`src/rtl/fifo_trig_pkg.sv`:
```
package fifo_trig_pkg;
  typedef enum logic [1:0] {
    TRIG_LO    = 2'b00,
    TRIG_MID   = 2'b01,
    TRIG_HI    = 2'b10,
    TRIG_SPLIT = 2'b11
  } trig_sel_e;

  typedef struct packed {
    logic      prog;
    trig_sel_e sel;
    logic      irq_en;
    logic      dma_en;
  } trig_cfg_t;
endpackage

```
`src/rtl/byte_fifo_store.sv`:
```
module byte_fifo_store #(
  parameter int DATA_W = 8,
  parameter int DEPTH  = 256,
  localparam int PTR_W = $clog2(DEPTH),
  localparam int LVL_W = $clog2(DEPTH + 1)
) (
  input  logic              clk_i,
  input  logic              rst_ni,
  input  logic              push_i,
  input  logic [DATA_W-1:0] data_i,
  input  logic              pop_i,
  output logic [DATA_W-1:0] data_o,
  output logic [LVL_W-1:0]  level_o,
  output logic              full_o,
  output logic              empty_o,
  output logic              err_o
);
  logic [DATA_W-1:0] mem_q [DEPTH];
  logic [PTR_W-1:0]  wr_q, rd_q;
  logic [LVL_W-1:0]  lvl_q;
  logic              err_q;
  logic              push_ok, pop_ok;

  assign full_o  = (lvl_q == LVL_W'(DEPTH));
  assign empty_o = (lvl_q == '0);
  assign push_ok = push_i & ~full_o;
  assign pop_ok  = pop_i & ~empty_o;

  function automatic logic [PTR_W-1:0] nxt(input logic [PTR_W-1:0] p);
    return (p == PTR_W'(DEPTH - 1)) ? '0 : p + 1'b1;
  endfunction

  always_ff @(posedge clk_i) begin
    if (push_ok) mem_q[wr_q] <= data_i;
  end

  always_ff @(posedge clk_i or negedge rst_ni) begin
    if (!rst_ni) begin
      wr_q  <= '0;
      rd_q  <= '0;
      lvl_q <= '0;
      err_q <= 1'b0;
    end else begin
      if (push_ok) wr_q <= nxt(wr_q);
      if (pop_ok)  rd_q <= nxt(rd_q);
      if (push_ok && !pop_ok)      lvl_q <= lvl_q + 1'b1;
      else if (pop_ok && !push_ok) lvl_q <= lvl_q - 1'b1;
      if ((push_i && full_o) || (pop_i && empty_o)) err_q <= 1'b1;
    end
  end

  assign data_o  = mem_q[rd_q];
  assign level_o = lvl_q;
  assign err_o   = err_q;
endmodule

```
`src/rtl/trig_decode.sv`:
```
module trig_decode
  import fifo_trig_pkg::*;
#(
  parameter int DEPTH  = 256,
  parameter int TH_LO  = 4,
  parameter int TH_MID = 16,
  parameter int TH_HI  = 128,
  localparam int LVL_W = $clog2(DEPTH + 1)
) (
  input  trig_cfg_t        cfg_i,
  input  logic [LVL_W-1:0] level_i,
  output logic             irq_o,
  output logic             dma_o
);
  logic [LVL_W-1:0] meas;
  logic ge_lo, ge_mid, ge_hi;
  logic irq_raw, dma_raw;

  // program direction measures free space, read direction measures fill
  assign meas   = cfg_i.prog ? (LVL_W'(DEPTH) - level_i) : level_i;
  assign ge_lo  = meas >= LVL_W'(TH_LO);
  assign ge_mid = meas >= LVL_W'(TH_MID);
  assign ge_hi  = meas >= LVL_W'(TH_HI);

  always_comb begin
    unique case (cfg_i.sel)
      TRIG_LO:    begin irq_raw = ge_lo;  dma_raw = ge_lo  & ~cfg_i.prog; end
      TRIG_MID:   begin irq_raw = ge_mid; dma_raw = ge_mid;               end
      TRIG_HI:    begin irq_raw = ge_hi;  dma_raw = ge_hi  & ~cfg_i.prog; end
      default:    begin irq_raw = ge_hi;  dma_raw = ge_mid;               end
    endcase
  end

  assign irq_o = irq_raw & cfg_i.irq_en;
  assign dma_o = dma_raw & cfg_i.dma_en;
endmodule

```
`src/rtl/ecc_addr_ctr.sv`:
```
module ecc_addr_ctr #(
  parameter int AW = 6
) (
  input  logic          clk_i,
  input  logic          rst_ni,
  input  logic          clr_i,
  input  logic          adv_i,
  output logic [AW-1:0] addr_o
);
  logic [AW-1:0] cnt_q;

  always_ff @(posedge clk_i or negedge rst_ni) begin
    if (!rst_ni)    cnt_q <= '0;
    else if (clr_i) cnt_q <= '0;
    else if (adv_i) cnt_q <= cnt_q + 1'b1;
  end

  assign addr_o = cnt_q;
endmodule

```
`src/rtl/fifo_req_gen.sv`:
```
module fifo_req_gen
  import fifo_trig_pkg::*;
#(
  parameter int DATA_W = 8,
  parameter int DEPTH  = 256,
  parameter int TH_LO  = 4,
  parameter int TH_MID = 16,
  parameter int TH_HI  = 128,
  parameter int ECC_AW = 6,
  localparam int LVL_W = $clog2(DEPTH + 1)
) (
  input  logic              clk_i,
  input  logic              rst_ni,
  input  logic              dir_prog_i,
  input  logic [1:0]        trig_sel_i,
  input  logic              irq_en_i,
  input  logic              dma_en_i,
  input  logic              push_i,
  input  logic [DATA_W-1:0] push_data_i,
  input  logic              pop_i,
  output logic [DATA_W-1:0] pop_data_o,
  output logic [LVL_W-1:0]  level_o,
  output logic [LVL_W-1:0]  free_o,
  output logic              full_o,
  output logic              empty_o,
  output logic              irq_req_o,
  output logic              dma_req_o,
  output logic              err_o,
  input  logic              ecc_adv_i,
  input  logic              ecc_clr_i,
  output logic [ECC_AW-1:0] ecc_addr_o
);
  trig_cfg_t cfg_q;

  always_ff @(posedge clk_i or negedge rst_ni) begin
    if (!rst_ni) cfg_q <= '{prog: 1'b0, sel: TRIG_LO, irq_en: 1'b0, dma_en: 1'b0};
    else         cfg_q <= '{prog: dir_prog_i, sel: trig_sel_e'(trig_sel_i),
                            irq_en: irq_en_i, dma_en: dma_en_i};
  end

  byte_fifo_store #(.DATA_W(DATA_W), .DEPTH(DEPTH)) store_i (
    .clk_i   (clk_i),
    .rst_ni  (rst_ni),
    .push_i  (push_i),
    .data_i  (push_data_i),
    .pop_i   (pop_i),
    .data_o  (pop_data_o),
    .level_o (level_o),
    .full_o  (full_o),
    .empty_o (empty_o),
    .err_o   (err_o)
  );

  assign free_o = LVL_W'(DEPTH) - level_o;

  trig_decode #(.DEPTH(DEPTH), .TH_LO(TH_LO), .TH_MID(TH_MID), .TH_HI(TH_HI)) dec_i (
    .cfg_i   (cfg_q),
    .level_i (level_o),
    .irq_o   (irq_req_o),
    .dma_o   (dma_req_o)
  );

  ecc_addr_ctr #(.AW(ECC_AW)) ecc_i (
    .clk_i  (clk_i),
    .rst_ni (rst_ni),
    .clr_i  (ecc_clr_i),
    .adv_i  (ecc_adv_i),
    .addr_o (ecc_addr_o)
  );
endmodule

```
`config.mk`:
```
export PLATFORM = sky130hd
export DESIGN_NAME = fifo_req_gen
export DESIGN_NICKNAME = d
export VERILOG_FILES = /design/src/rtl/fifo_trig_pkg.sv /design/src/rtl/byte_fifo_store.sv /design/src/rtl/trig_decode.sv /design/src/rtl/ecc_addr_ctr.sv /design/src/rtl/fifo_req_gen.sv
export SDC_FILE = /design/constraint.sdc
export NUM_CORES = 2
export LEC_CHECK = 0
export BUFFER_PORTS_ARGS = -buffer_cell sky130_fd_sc_hd__buf_2
export CAP_MARGIN = 15
export CORE_ASPECT_RATIO = 1.5
export CORE_MARGIN = 2
export CORE_UTILIZATION = 57
export CTS_BUF_LIST = sky130_fd_sc_hd__clkbuf_16
export DETAILED_ROUTE_END_ITERATION = 7
export GPL_TIMING_DRIVEN = 0
export HOLD_SLACK_MARGIN = 0.05
export PLACE_DENSITY = 0.76
export SYNTH_ARGS = -nofsm -noshare
export SYNTH_HDL_FRONTEND = slang
export SYNTH_HIERARCHICAL = 1
export SYNTH_SLANG_ARGS = --single-unit
```
`constraint.sdc`:
```
create_clock -name clk_i -period 3.2 [get_ports clk_i]
set_input_delay 0.32 -clock clk_i [delete_from_list [all_inputs] [get_ports clk_i]]
set_output_delay 0.32 -clock clk_i [all_outputs]
set_load 0.01 [all_outputs]
```
==> flow_metrics.py <==
metrics = {
    "die": {
        "num_rows": 170,
        "initial_core_util_pct": 57.2,
        "die_h_um": 467,
        "die_w_um": 313,
        "ioPinCount": 56,
        "core_um2": 143000,
        "die-area_um2": 146000,
    },
    "detailed_routing": {
        "drtIter0Drc": 9657,
        "via_per_inst": 7.77,
        "drc_errors": 0,
        "num_vias": 50262,
        "drt-total-wl_um": 333000,
        "antenna_left": 0,
        "firstDrtPassIters": 7,
        "wl_per_cell_um": 51.4,
    },
    "layout": {
        "final_cell_mix": "2048 x edfxtp_1, 463 x mux4_2, 182 x clkbuf_16, 174 x buf_4, 132 x nor2_4",
        "fin_nets": 4451,
        "layout.cells.non_filler": 6472,
        "layout_commonest_cell": "edfxtp_1",
        "drive_gt1_share_pct": 35.8,
        "area_growth_pct": 19.0,
    },
    "logic_synthesis": {
        "synth_ff_type": "edfxtp_1",
        "synth_area_um2": 81600,
        "seq_area_frac_synth_pct": 76.5,
        "synth-seq-cells": 2085,
        "async_flop_share_pct": 1.77,
        "synth_area_leaders": "edfxtp_1 75%, mux4_2 13%, mux2i_1 1.5%",
        "synth_fp_nets": 3967,
        "yosys_warnings": 6,
        "syn_avg_cell_area_um2": 20.8,
        "synth.distinct_cells": 82,
        "yosysTopAreaCell": "edfxtp_1",
        "synthesis.instances": 3930,
        "synth_edf_count": 2048,
        "synth_top_area_share_pct": 75.3,
    },
    "clock_tree": {
        "numCtsBuffers": 177,
        "htreeDepth": 4,
        "clock-sinks": 2085,
        "clk_root_buffer_cell": "clkbuf_16",
        "clockBufferDepth": 3,
        "cts_tree": "yes",
        "clkTransAtPathRegs_ns": 0.07,
        "clk_latency_ns": 0.86,
    },
    "grt": {
        "antenna_found_initial": 24,
        "grt_pass1_wl_um": 426000,
        "grt_max_degree": 161,
        "first_global_vias": 46315,
        "overflow": 0,
        "grt_usage_pct": 45.3,
    },
    "sta": {
        "post-route-min-period_ns": 4.87,
        "tightest_slew_ns": 1.37,
        "fmax_mhz": 205,
        "hold_viol": 0,
        "setup_viol": 76,
        "fin_skew_ns": 0.0511,
        "final.setup.worst_slack_ns": -1.67,
        "relSlewSlack_pct": 8.67,
        "rsz0062_at_grt": "true",
        "fin_crit_sh_pct": 152,
        "fin_hold_ws_ns": 0.141,
        "drv_slew": 0,
    },
    "pwr": {
        "leakage_nw": 30.7,
        "power_density_nw_per_um2": 875,
        "vdd_drop_max_mv": 0.652,
    },
    "worst_setup_path": {
        "critPathRequiredTime_ns": 2.88,
        "r2r-end": "store_i/mem_q[233][1]",
        "rrSetupSlack_ns": -0.07,
        "startpoint_type": "register",
        "path_cells": "clkbuf_2 > nand2_1 > clkbuf_1 > a21oi_2 > a211oi_2 > o32ai_2 > buf_2",
        "crit_arrival_ns": 4.55,
        "endpoint_kind": "output port",
        "timing.reg2reg.worst_path_depth": 4,
        "cp_slowest_cell": "a21oi_2",
        "crit_fanout": 10,
        "r2r-start": "store_i/wr_q[4]",
        "crit_type": "reg2out",
        "crit_path_max_incr_delay_ns": 0.77,
    },
    "run_status": {
        "status": "complete, but fails checks",
        "failed_checks": "setup timing",
    },
    "min_path": {
        "hold_path_startpoint": "trig_sel_i[0]",
        "hold_class": "in2reg",
        "whs_endpoint": "cfg_q[2]",
        "hold_depth": 2,
    },
    "placement": {
        "finalWeightedCongestion": 1.07,
        "dp_hpwl_um": 204000,
        "dpl_worst_slack_ns": -2.31,
        "place_inst": 5907,
        "numPortBuffers": 55,
    },
    "flow_run": {
        "maxCapViolCount": 0,
    },
}
-- power breakdown --
part | total, mW | switching (mW) | internal [mW]
logic | 32.8 | 22.4 | 10.4
clock network | 21.5 | 10.1 | 11.4
registers | 30.6 | 0.295 | 30.3
-- synth_stat cells, types with 5 or more instances --
cell type and n:
edfxtp_1 2048, mux4_2 462, nor2_1 309, mux2i_1 122, nand2_1 96, clkbuf_1 85
a22oi_1 83, a21oi_1 79, buf_2 70, o21ai_0 46, dfrtp_1 37, a221oi_1 35
a22o_1 35, buf_6 35, a211oi_1 33, o22ai_1 30, o221ai_1 28, nand3_1 23
buf_4 21, xnor2_1 19, ha_1 17, inv_1 17, nor3_1 17, nor2b_1 16
mux2_2 13, buf_1 10, nand2b_1 10, a31oi_1 6, and3_1 6, buf_8 6
nand3b_1 6, nor4_1 6, xor2_1 6, a2111oi_0 5, a21o_1 5, buf_12 5
mux4_1 5, nor3b_1 5, o211ai_1 5, or3_1 5
-- state kept, by name, summed over array words and instances (netlist names) --
| name | count |
|---|---|
| store_i/mem_q | 2048 |
| store_i/level_o | 9 |
| store_i/rd_q | 8 |
| store_i/err_o | 1 |
| cfg_q | 5 |
| store_i/wr_q | 8 |
| ecc_i/addr_o | 6 |
-- routing by layer --
metal	up-vias	wire length, um	GRT usage (%)
met4	20	42800	42.5
met3	1735	56500	20.4
met2	5854	142000	64.8
met1	25278	91200	50.4
met5	-	294	0
li1	17375	-	-
-- area by class of cell --
class                      count  area (um^2)
buffer                       227         3160
sequential                  2085        62400
tap                         1892         2370
inverter                      17         80.1
clock inverter               142         1270
multi-input combinational   1596        20200
antenna                       26         65.1
fill                        8450        45600
timing repair buffer         310         3150
clock buffer                 177         4430
-- stage by stage --
stage / cell area, um^2 / setup TNS, ns / utilization (%) / total power, mW
global placement: 84300 / -4647.74 / 59.1 / 55.4
CTS: 95300 / -11.94 / 66.8 / 80.5
floorplan: 81600 / 0 / - / 41.9
finish: 97100 / -14.01 / 68.0 / 84.9
global route: 97100 / -11.71 / 68.0 / 84.2
detailed placement: 85000 / -1505.92 / 59.5 / 55.9
-- critical path: cells and delay by family, from the launching register on --
kind	cells	cell delay, ns
compound gates	3	1.45
buf+inv	3	1.23
flops	1	0.61
simple gates	1	0.37
-- logic make-up after synthesis --
kind of cell	Yosys count	synth area share, %
simple gates	521	2.80
mux	602	14.6
buf+inv	249	1.85
xor+xnor	25	0.268
compound gates	430	3.74
flops	2085	76.5
fa+ha+maj	18	0.285
-- what timing repair did --
action,4_1_cts,5_1_grt
setup endpoints to repair,2057,529
cloned,0,5
hold buffers,20,0
pin swaps,33,44
setup buffers,104,94
hold endpoints to repair,505,0
gates resized for setup,885,172
-- worst max-delay path by stage --
| stage | start | cells after the start | end | slack, ns |
|---|---|---|---|---|
| after floorplan | store_i/level_o[1] | 16 | store_i/level_o[7] | 0.006 |
| after global placement | store_i/rd_q[2] | 9 | pop_data_o[0] | -3.04 |
| after detailed placement | store_i/rd_q[1] | 11 | pop_data_o[6] | -2.31 |
| after CTS | store_i/rd_q[0] | 12 | pop_data_o[7] | -1.39 |
| after global routing | store_i/rd_q[0] | 12 | pop_data_o[2] | -1.47 |
| final | store_i/rd_q[5] | 7 | pop_data_o[6] | -1.67 |
No activity file was read; power rests on OpenSTA's default activity.
